File: src/rtl/phy_led_pkg.sv
package phy_led_pkg;
   localparam int NUM_LED = 5;
   localparam int IDX_10M  = 0;
   localparam int IDX_100M = 1;
   localparam int IDX_ACT  = 2;
   localparam int IDX_LINK = 3;
   localparam int IDX_FDX  = 4;

   typedef struct packed {
      logic speed_100;
      logic full_duplex;
      logic link_up;
      logic tx_act;
      logic rx_act;
      logic col;
   } phy_stat_t;
endpackage

File: src/rtl/led_blink_timer.sv
module led_blink_timer #(
   parameter int CLK_DIV = 1250000
) (
   input  logic clk,
   input  logic rst_n,
   output logic blink_fast,
   output logic blink_slow
);
   logic       tick;
   logic [1:0] phase_q;

   generate
      if (CLK_DIV < 1) begin : g_bad_div
         $error("led_blink_timer: CLK_DIV must be at least 1");
      end

      if (CLK_DIV == 1) begin : g_nodiv
         assign tick = 1'b1;
      end else begin : g_div
         localparam int CNT_W = $clog2(CLK_DIV);
         localparam logic [CNT_W-1:0] LAST = CNT_W'(CLK_DIV - 1);
         logic [CNT_W-1:0] cnt_q;

         always_ff @(posedge clk) begin
            if (!rst_n)            cnt_q <= '0;
            else if (cnt_q == LAST) cnt_q <= '0;
            else                   cnt_q <= cnt_q + 1'b1;
         end
         assign tick = (cnt_q == LAST);

         assert_cnt_bound_R10: assert property (@(posedge clk) disable iff (!rst_n)
            cnt_q <= LAST);
      end
   endgenerate

   always_ff @(posedge clk) begin
      if (!rst_n)    phase_q <= '0;
      else if (tick) phase_q <= phase_q + 1'b1;
   end

   assign blink_fast = phase_q[0];
   assign blink_slow = phase_q[1];

   assert_phase_hold_R10: assert property (@(posedge clk) disable iff (!rst_n)
      ($past(rst_n) && !$past(tick)) |-> $stable(phase_q));
endmodule

File: src/rtl/led_strap_latch.sv
module led_strap_latch #(
   parameter int ADDR_W = 5
) (
   input  logic              clk,
   input  logic              rst_n,
   input  logic [ADDR_W-1:0] strap_i,
   output logic [ADDR_W-1:0] strap_q,
   output logic              isolate_o
);
   always_ff @(posedge clk) begin
      if (!rst_n) strap_q <= strap_i;
   end

   assign isolate_o = ~|strap_q;

   assert_strap_frozen_R8: assert property (@(posedge clk) disable iff (!rst_n)
      $past(rst_n) |-> $stable(strap_q));
endmodule

File: src/rtl/led_pattern.sv
module led_pattern
   import phy_led_pkg::*;
#(
   parameter int N = NUM_LED
) (
   input  logic         clk,
   input  logic         rst_n,
   input  phy_stat_t    stat_i,
   input  logic         blink_fast,
   input  logic         blink_slow,
   input  logic [N-1:0] polarity_i,
   output logic [N-1:0] led_o
);
   logic [N-1:0] on_d, on_q;
   logic         busy;

   assign busy = stat_i.tx_act | stat_i.rx_act;

   always_comb begin
      on_d           = '0;
      on_d[IDX_10M]  = ~stat_i.speed_100;
      on_d[IDX_100M] = stat_i.speed_100;
      on_d[IDX_ACT]  = stat_i.link_up & stat_i.rx_act & ~stat_i.col & blink_slow;
      on_d[IDX_LINK] = stat_i.link_up & (busy ? blink_slow : 1'b1);
      on_d[IDX_FDX]  = stat_i.col ? blink_fast : stat_i.full_duplex;
   end

   always_ff @(posedge clk) begin
      if (!rst_n) on_q <= '0;
      else        on_q <= on_d;
   end

   generate
      for (genvar i = 0; i < N; i++) begin : g_drv
         assign led_o[i] = on_q[i] ^ polarity_i[i];
      end
   endgenerate

   assert_speed_excl_R1: assert property (@(posedge clk) disable iff (!rst_n)
      $past(rst_n) |-> (on_q[IDX_10M] != on_q[IDX_100M]));
   assert_act_nocol_R2: assert property (@(posedge clk) disable iff (!rst_n)
      ($past(rst_n) && $past(stat_i.col)) |-> !on_q[IDX_ACT]);
   assert_fdx_steady_R4: assert property (@(posedge clk) disable iff (!rst_n)
      ($past(rst_n) && $past(stat_i.full_duplex) && !$past(stat_i.col)) |-> on_q[IDX_FDX]);
   assert_linkdown_dark_R9: assert property (@(posedge clk) disable iff (!rst_n)
      ($past(rst_n) && !$past(stat_i.link_up)) |-> (!on_q[IDX_ACT] && !on_q[IDX_LINK]));
endmodule

File: src/rtl/phy_led_ctrl.sv
module phy_led_ctrl
   import phy_led_pkg::*;
#(
   parameter int CLK_DIV = 1250000,
   parameter int ADDR_W  = 5
) (
   input  logic              clk,
   input  logic              rst_n,
   input  logic [ADDR_W-1:0] strap_i,
   input  logic              speed_100_i,
   input  logic              full_duplex_i,
   input  logic              link_up_i,
   input  logic              tx_act_i,
   input  logic              rx_act_i,
   input  logic              col_i,
   output logic [ADDR_W-1:0] led_o,
   output logic [ADDR_W-1:0] phy_addr_o,
   output logic              isolate_o
);
   generate
      if (ADDR_W != NUM_LED) begin : g_bad_w
         $error("phy_led_ctrl: one strap per LED is required");
      end
   endgenerate

   phy_stat_t         stat;
   logic              fast, slow;
   logic [ADDR_W-1:0] strap_q;

   assign stat.speed_100   = speed_100_i;
   assign stat.full_duplex = full_duplex_i;
   assign stat.link_up     = link_up_i;
   assign stat.tx_act      = tx_act_i;
   assign stat.rx_act      = rx_act_i;
   assign stat.col         = col_i;

   led_blink_timer #(.CLK_DIV(CLK_DIV)) u_timer (
      .clk(clk), .rst_n(rst_n), .blink_fast(fast), .blink_slow(slow));

   led_strap_latch #(.ADDR_W(ADDR_W)) u_strap (
      .clk(clk), .rst_n(rst_n), .strap_i(strap_i),
      .strap_q(strap_q), .isolate_o(isolate_o));

   led_pattern #(.N(ADDR_W)) u_pat (
      .clk(clk), .rst_n(rst_n), .stat_i(stat),
      .blink_fast(fast), .blink_slow(slow),
      .polarity_i(strap_q), .led_o(led_o));

   assign phy_addr_o = strap_q;

   assert_isolate_addr_R7: assert property (@(posedge clk)
      isolate_o |-> (phy_addr_o == '0));
   assert_reset_off_R11: assert property (@(posedge clk)
      (!rst_n && !$isunknown(strap_i)) |=> (!$past(rst_n) |-> (led_o == phy_addr_o)));
endmodule

File: config.mk
export PLATFORM = sky130hd
export DESIGN_NAME = phy_led_ctrl
export DESIGN_NICKNAME = d
export VERILOG_FILES = /design/src/rtl/phy_led_pkg.sv /design/src/rtl/led_blink_timer.sv /design/src/rtl/led_strap_latch.sv /design/src/rtl/led_pattern.sv /design/src/rtl/phy_led_ctrl.sv
export SDC_FILE = /design/constraint.sdc
export NUM_CORES = 1
export LEC_CHECK = 0
export BUFFER_PORTS_ARGS = -buffer_cell sky130_fd_sc_hd__clkbuf_2
export CAP_MARGIN = 20
export CELL_PAD_IN_SITES_DETAIL_PLACEMENT = 1
export CELL_PAD_IN_SITES_GLOBAL_PLACEMENT = 1
export CORE_UTILIZATION = 37
export DETAILED_ROUTE_END_ITERATION = 10
export PLACE_DENSITY_LB_ADDON = 0.1
export SETUP_SLACK_MARGIN = 0.15
export SYNTH_ARGS = -nofsm -noshare
export SYNTH_HDL_FRONTEND = slang
export SYNTH_HIERARCHICAL = 1
export SYNTH_SLANG_ARGS = --single-unit
File: constraint.sdc
create_clock -name clk -period 1.5 [get_ports clk]
set_clock_uncertainty 0.05 [all_clocks]
set_input_delay 0.15 -clock clk [delete_from_list [all_inputs] [get_ports clk]]
set_output_delay 0.15 -clock clk [all_outputs]
set_load 0.01 [all_outputs]
==> impl_metrics.ini, run 1 <==
[sta]
finalCritPeriodShare_pct = 109
worst_slew_pin_slew_ps = 286
layout_min_cycle_time_ps = 1630
timing.fmax_mhz = 614
hold_viol_final = 0
drv_slew = 0
slew_headroom_pct = 80.7
fin_ws_ps = -129
setup_viol = 22
fin_tns_setup_ps = -1430
grt_setup_unrepaired = yes

[routing]
drtIter0Drc = 13
num_vias = 1374
vias_per_cell = 5.13
drt_wl_total_mm = 4.37
postRouteAntennaNets = 0
first_pass_iters = 3
wl_per_cell_um = 16.3
drcViolationCount = 0

[critical_path]
r2r_slack_ps = -120
cp.required_ps = 1300
cp-start-kind = flip-flop
critPathMaxFanout = 3
cp.arrival_ps = 1430
endpoint_kind = output pin
path_class = flip-flop to output pin

[place]
place_congestion = 0.821
dp_hpwl_mm = 2.81
place_inst = 239
portBuffers = 23

[logic_synthesis]
synth-seq-cells = 33
yosysMostFrequentCell = dfxtp_1
netlist.area_leader.share_pct = 39.7
synth_area_mm2 = 0.00141
synth_cells = 146
synth_enable_flop_cells = 5
synth_warnings = 6
synth_nets = 160
netlist_top_cells_area = dfxtp_1 (40%), edfxtp_1 (11%), xor2_1 (8.1%)
synth_commonest_cells = dfxtp_1 (28), nor2_1 (15), xor2_1 (13)
synthDistinctLibCells = 31
synth_top_area_cell = dfxtp_1
syn_avg_cell_area_um2 = 9.67
synth_async_sr_flop_share_pct = 0
ys.flop_type = dfxtp_1
yosysSeqAreaShare_pct = 50.4

[floorplanning]
rows = 22
die_y_um = 63.8
core_mm2 = 0.00366
die_w_um = 63.8
initial_utilization_pct = 38.6
pin_count = 24
die-area_mm2 = 0.00407

[clocking]
htreeDepth = 2
clk_latency_ps = 290
cts_root_buffer = clkbuf_8
tritoncts = done
clock-sinks = 33
numCtsBuffers = 5
clk_pin_slew_ps = 70
clockBufferDepth = 2

[pwr]
ir_worst_vdd_uv = 539
power.total_mw = 1.75
leakage_nw = 0.898
p_per_area_mw_per_mm2 = 795

[job]
drv_cap = 0

[global_route]
grt_pass1_wl_mm = 6.77
antenna_found_initial = 0
gr-total-overflow = 0
grt_use_total_pct = 22.4
grt_start_max_net_pins = 11
grt_pass1_vias = 1457

[status]
violations = setup timing
status = finished with violations

[finish]
final_util_pct = 60.3
finalNonFillerCells = 268
antenna_cells = 0
seqCellArea_um2 = 727
n_fill_cell = 424
multi_input_area_um2 = 823
syn_to_final_growth_pct = 56.3
drive_gt1_share_pct = 51.4
nNetsFinal = 233

[hold_path]
worstHoldPathType = input pin to flip-flop
==> critical path, stage by stage, from the launching register on <==
cell	delay (ps)
edfxtp_1	430
or4_1	490
nor2_1	90
buf_2	130
==> metrics by stage <==
step           area [um2]  hold WS (ps)  setup WS [ps]
4_1_cts              2110         0.310           -136
2_1_floorplan        1440           172          -19.5
3_5_place_dp         1780           277           -164
6_report             2210          5.42           -129
3_3_place_gp         1780           268          -86.2
5_1_grt              2210         -2.66           -197
==> report_power, final <==
| group | switching (mW) | leakage (nW) | internal, mW | total, mW |
|---|---|---|---|---|
| clock | 0.328 | 0.0430 | 0.312 | 0.640 |
| sequential | 0.0178 | 0.281 | 0.922 | 0.940 |
| combinational | 0.0837 | 0.574 | 0.0894 | 0.173 |
| total | 0.430 | 0.898 | 1.32 | 1.75 |
==> path summary, 6_finish.rpt <==
kind                            from                       to  cells after the start
max               u_strap/strap_q[3]                isolate_o                      3
min                       strap_i[1]       u_strap/strap_q[1]                      1
max reg2reg   u_timer/g_div.cnt_q[9]  u_timer/g_div.cnt_q[17]                      5
min reg2reg  u_timer/g_div.cnt_q[20]  u_timer/g_div.cnt_q[20]                      2
==> flip-flops by register name, summed over array words and instances (netlist names) <==
name / cells
u_timer/phase_q: 2
u_timer/g_div.cnt_q: 21
u_strap/strap_q: 5
u_pat/on_q: 5
==> cell families after synthesis <==
logic type | Yosys count | synth area share (%)
mux | 1 | 0.709
flops | 33 | 50.4
xor+xnor | 15 | 9.31
buf+inv | 9 | 2.93
fa+ha+maj | 1 | 0.886
compound gates | 24 | 9.40
simple gates | 63 | 26.4
==> what timing repair did <==
action,in CTS,in global routing
gates cloned,3,0
hold buffers,5,0
gates resized for setup,37,20
pin swaps,19,9
setup endpoints to repair,23,25
setup buffers,8,5
endpoints found under the hold margin,5,0
==> metal layers <==
metal  up-vias  GRT usage (%)  wire length [um]
met5         -              0                 0
met4         0           8.52                87
met2        29           42.7              2370
met1       669           23.2              1750
met3         8           5.71               155
li1        668              -                 -
==> cell usage in the layout (no fill, tap or decap), types with 3 or more instances in the layout <==
cell            n
a21oi_2        10
and4_1          3
buf_2           3
buf_4          33
buf_6           7
clkbuf_2       20
clkbuf_8        5
dfxtp_1        17
dfxtp_2        10
dlygate4sd3_1   5
edfxtp_1        5
inv_1           6
nand2_1         6
nand3_1         6
nand4_1         3
nand4_4         3
nor2_1          9
nor2_2          5
o21ai_0         4
or3_1           8
or4_1           3
xor2_1         13
==> final cells by class <==
cell class,count,area share (%)
clock buffers,5,3.12
clock inverters,3,0.567
inverters,6,1.02
multi-input cells,105,37.3
flip-flops and latches,33,33.0
well taps,48,2.72
repair buffers,68,22.3
(Power assumes the default switching activity.)
==> run 2: changes to the inputs <==
CORE_UTILIZATION = 28   (was 37)
CTS_BUF_LIST = sky130_fd_sc_hd__clkbuf_16   (was not set)
==> run 2 against run 1 <==
  * The run still ends with setup timing left
  * Clock-buffer cell count is the same
  * Flip-flop and latch count unchanged
  * Wire length is 11% higher
  * Critical path type is now flip-flop to flip-flop
  * Largest cell class unchanged
==> impl_metrics.ini, run 2 (synthesized netlist as in run 1, its figures left out) <==
[pwr]
power.total_mw = 2.13
leakage_nw = 1.01
p_per_area_mw_per_mm2 = 870
ir_worst_vdd_uv = 478

[routing]
drt_wl_total_mm = 4.84
drcViolationCount = 0
wl_per_cell_um = 16.5
drtIter0Drc = 33
vias_per_cell = 4.82
num_vias = 1413
postRouteAntennaNets = 0
first_pass_iters = 4

[status]
violations = setup timing
status = finished with violations

[clocking]
numCtsBuffers = 5
clk_pin_slew_ps = 50
clk_latency_ps = 280
cts_root_buffer = clkbuf_16
tritoncts = done
clockBufferDepth = 2
clock-sinks = 33
htreeDepth = 2

[floorplanning]
core_mm2 = 0.00479
rows = 25
pin_count = 24
die_w_um = 73.0
initial_utilization_pct = 29.5
die-area_mm2 = 0.00533
die_y_um = 73.0

[job]
drv_cap = 0

[finish]
syn_to_final_growth_pct = 73.8
top_regs = u_timer/g_div.cnt_q (21), u_pat/on_q (5), u_strap/strap_q (5)
n_fill_cell = 537
antenna_cells = 0
final_area_mm2 = 0.00245
top_register = u_timer/g_div.cnt_q
nNetsFinal = 239
seqCellArea_um2 = 726
multi_input_area_um2 = 852
layout_common_cells = buf_4 (37), clkbuf_2 (18), dfxtp_1 (16)
drive_gt1_share_pct = 56.6
largest_reg_flops = 21
layout_commonest_cell = buf_4

[hold_path]
holdPathEnd = u_strap/strap_q[3]
hold_depth = 1
hold_start = strap_i[3]
worstHoldPathType = input pin to flip-flop

[sta]
fin_ws_ps = -210
slew_headroom_pct = 75.9
timing.fmax_mhz = 585
worst_slew_pin_slew_ps = 358
setup_viol = 23
drv_slew = 0
hold_viol_final = 0
grt_setup_unrepaired = yes
finalCritPeriodShare_pct = 114
layout_min_cycle_time_ps = 1710
fin_tns_setup_ps = -2990

[critical_path]
path_class = flip-flop to flip-flop
r2r_end = u_timer/phase_q[1]
critPathMaxFanout = 3
endpoint_kind = flip-flop
crit_buf_inv = 1
rr_worst_depth = 6
r2r_slack_ps = -210
cp.arrival_ps = 1870
path_delay_family = simple AND/OR/NAND/NOR gates
worst_path_max_delay_cell = or4_1
slowest_delay_ps = 430
cp.required_ps = 1660
regToRegStartpoint = u_timer/g_div.cnt_q[0]
cp_cell_sequence = ha_4 > nand3_4 > nand4b_1 > buf_4 > or4_1 > a21oi_1
cp-start-kind = flip-flop

[place]
place_congestion = 0.782
portBuffers = 23
placedInstanceArea_mm2 = 0.00183
dp_hpwl_mm = 2.83

[global_route]
antenna_found_initial = 0
grt_start_max_net_pins = 11
grt_pass1_vias = 1524
grt_pass1_wl_mm = 7.41
gr-total-overflow = 0
grt_use_total_pct = 19.3
run 2: changes by cell type in the layout (fill, tap and decap cells not counted), sizes merged:
cell | before | now
buf | 43 | 55
dlygate4sd3 | 5 | 2
clkbuf | 25 | 23
clkinv | 3 | 1
inv | 6 | 8
nand4 | 6 | 5
run 2: routing by layer:
layer / GRT usage, % / wire length, um / vias to the layer above
li1: - / - / 682
met1: 19.1 / 1760 / 685
met2: 37.4 / 2760 / 33
met3: 3.73 / 154 / 13
met4: 10.0 / 163 / 0
met5: 0 / 0 / -
run 2: timing repair:
item                                   CTS  global route
gates resized for setup                 39            31
buffers inserted                        15             5
cloned                                   3             0
hold buffers                             2             0
pin swaps                               15            10
endpoints found under the hold margin    2             0
setup endpoints to repair               23            25
run 2: worst max-delay path by stage:
| stage | start | endpoint | slack (ps) | cells past startpoint |
|---|---|---|---|---|
| after floorplan | u_timer/g_div.cnt_q[2] | u_timer/g_div.cnt_q[17] | -20 | 5 |
| after global routing | u_timer/g_div.cnt_q[0] | u_timer/phase_q[1] | -290 | 6 |
| after detailed placement | u_timer/g_div.cnt_q[2] | u_timer/g_div.cnt_q[18] | -110 | 4 |
| after global placement | u_timer/g_div.cnt_q[9] | u_timer/phase_q[1] | -60 | 4 |
| after CTS | u_strap/strap_q[2] | isolate_o | -120 | 3 |
| final | u_timer/g_div.cnt_q[0] | u_timer/phase_q[1] | -210 | 6 |
run 2: final cells by class:
cell class / instances / area share (%)
multi-input combinational: 104 / 34.7
sequential: 33 / 29.6
timing repair buffer: 75 / 25.8
clock buffer: 5 / 5.10
tap: 67 / 3.42
inverter: 6 / 0.918
clock inverter: 3 / 0.459
run 2: metrics by stage:
stage	utilization [%]	cells	worst slack [ps]	hold slack [ps]
after floorplan	-	146	-19.5	172
after global placement	38.2	260	-56.1	275
after detailed placement	38.2	260	-107	280
after CTS	48.2	288	-117	7.49
after global routing	51.2	293	-294	5.72
final	51.2	293	-210	6.76
run 2: report_power, final:
part | leakage [nW] | total [mW] | switching (mW) | internal, mW
combinational | 0.652 | 0.234 | 0.103 | 0.132
sequential | 0.281 | 0.942 | 0.0174 | 0.924
clock | 0.0738 | 0.958 | 0.362 | 0.596
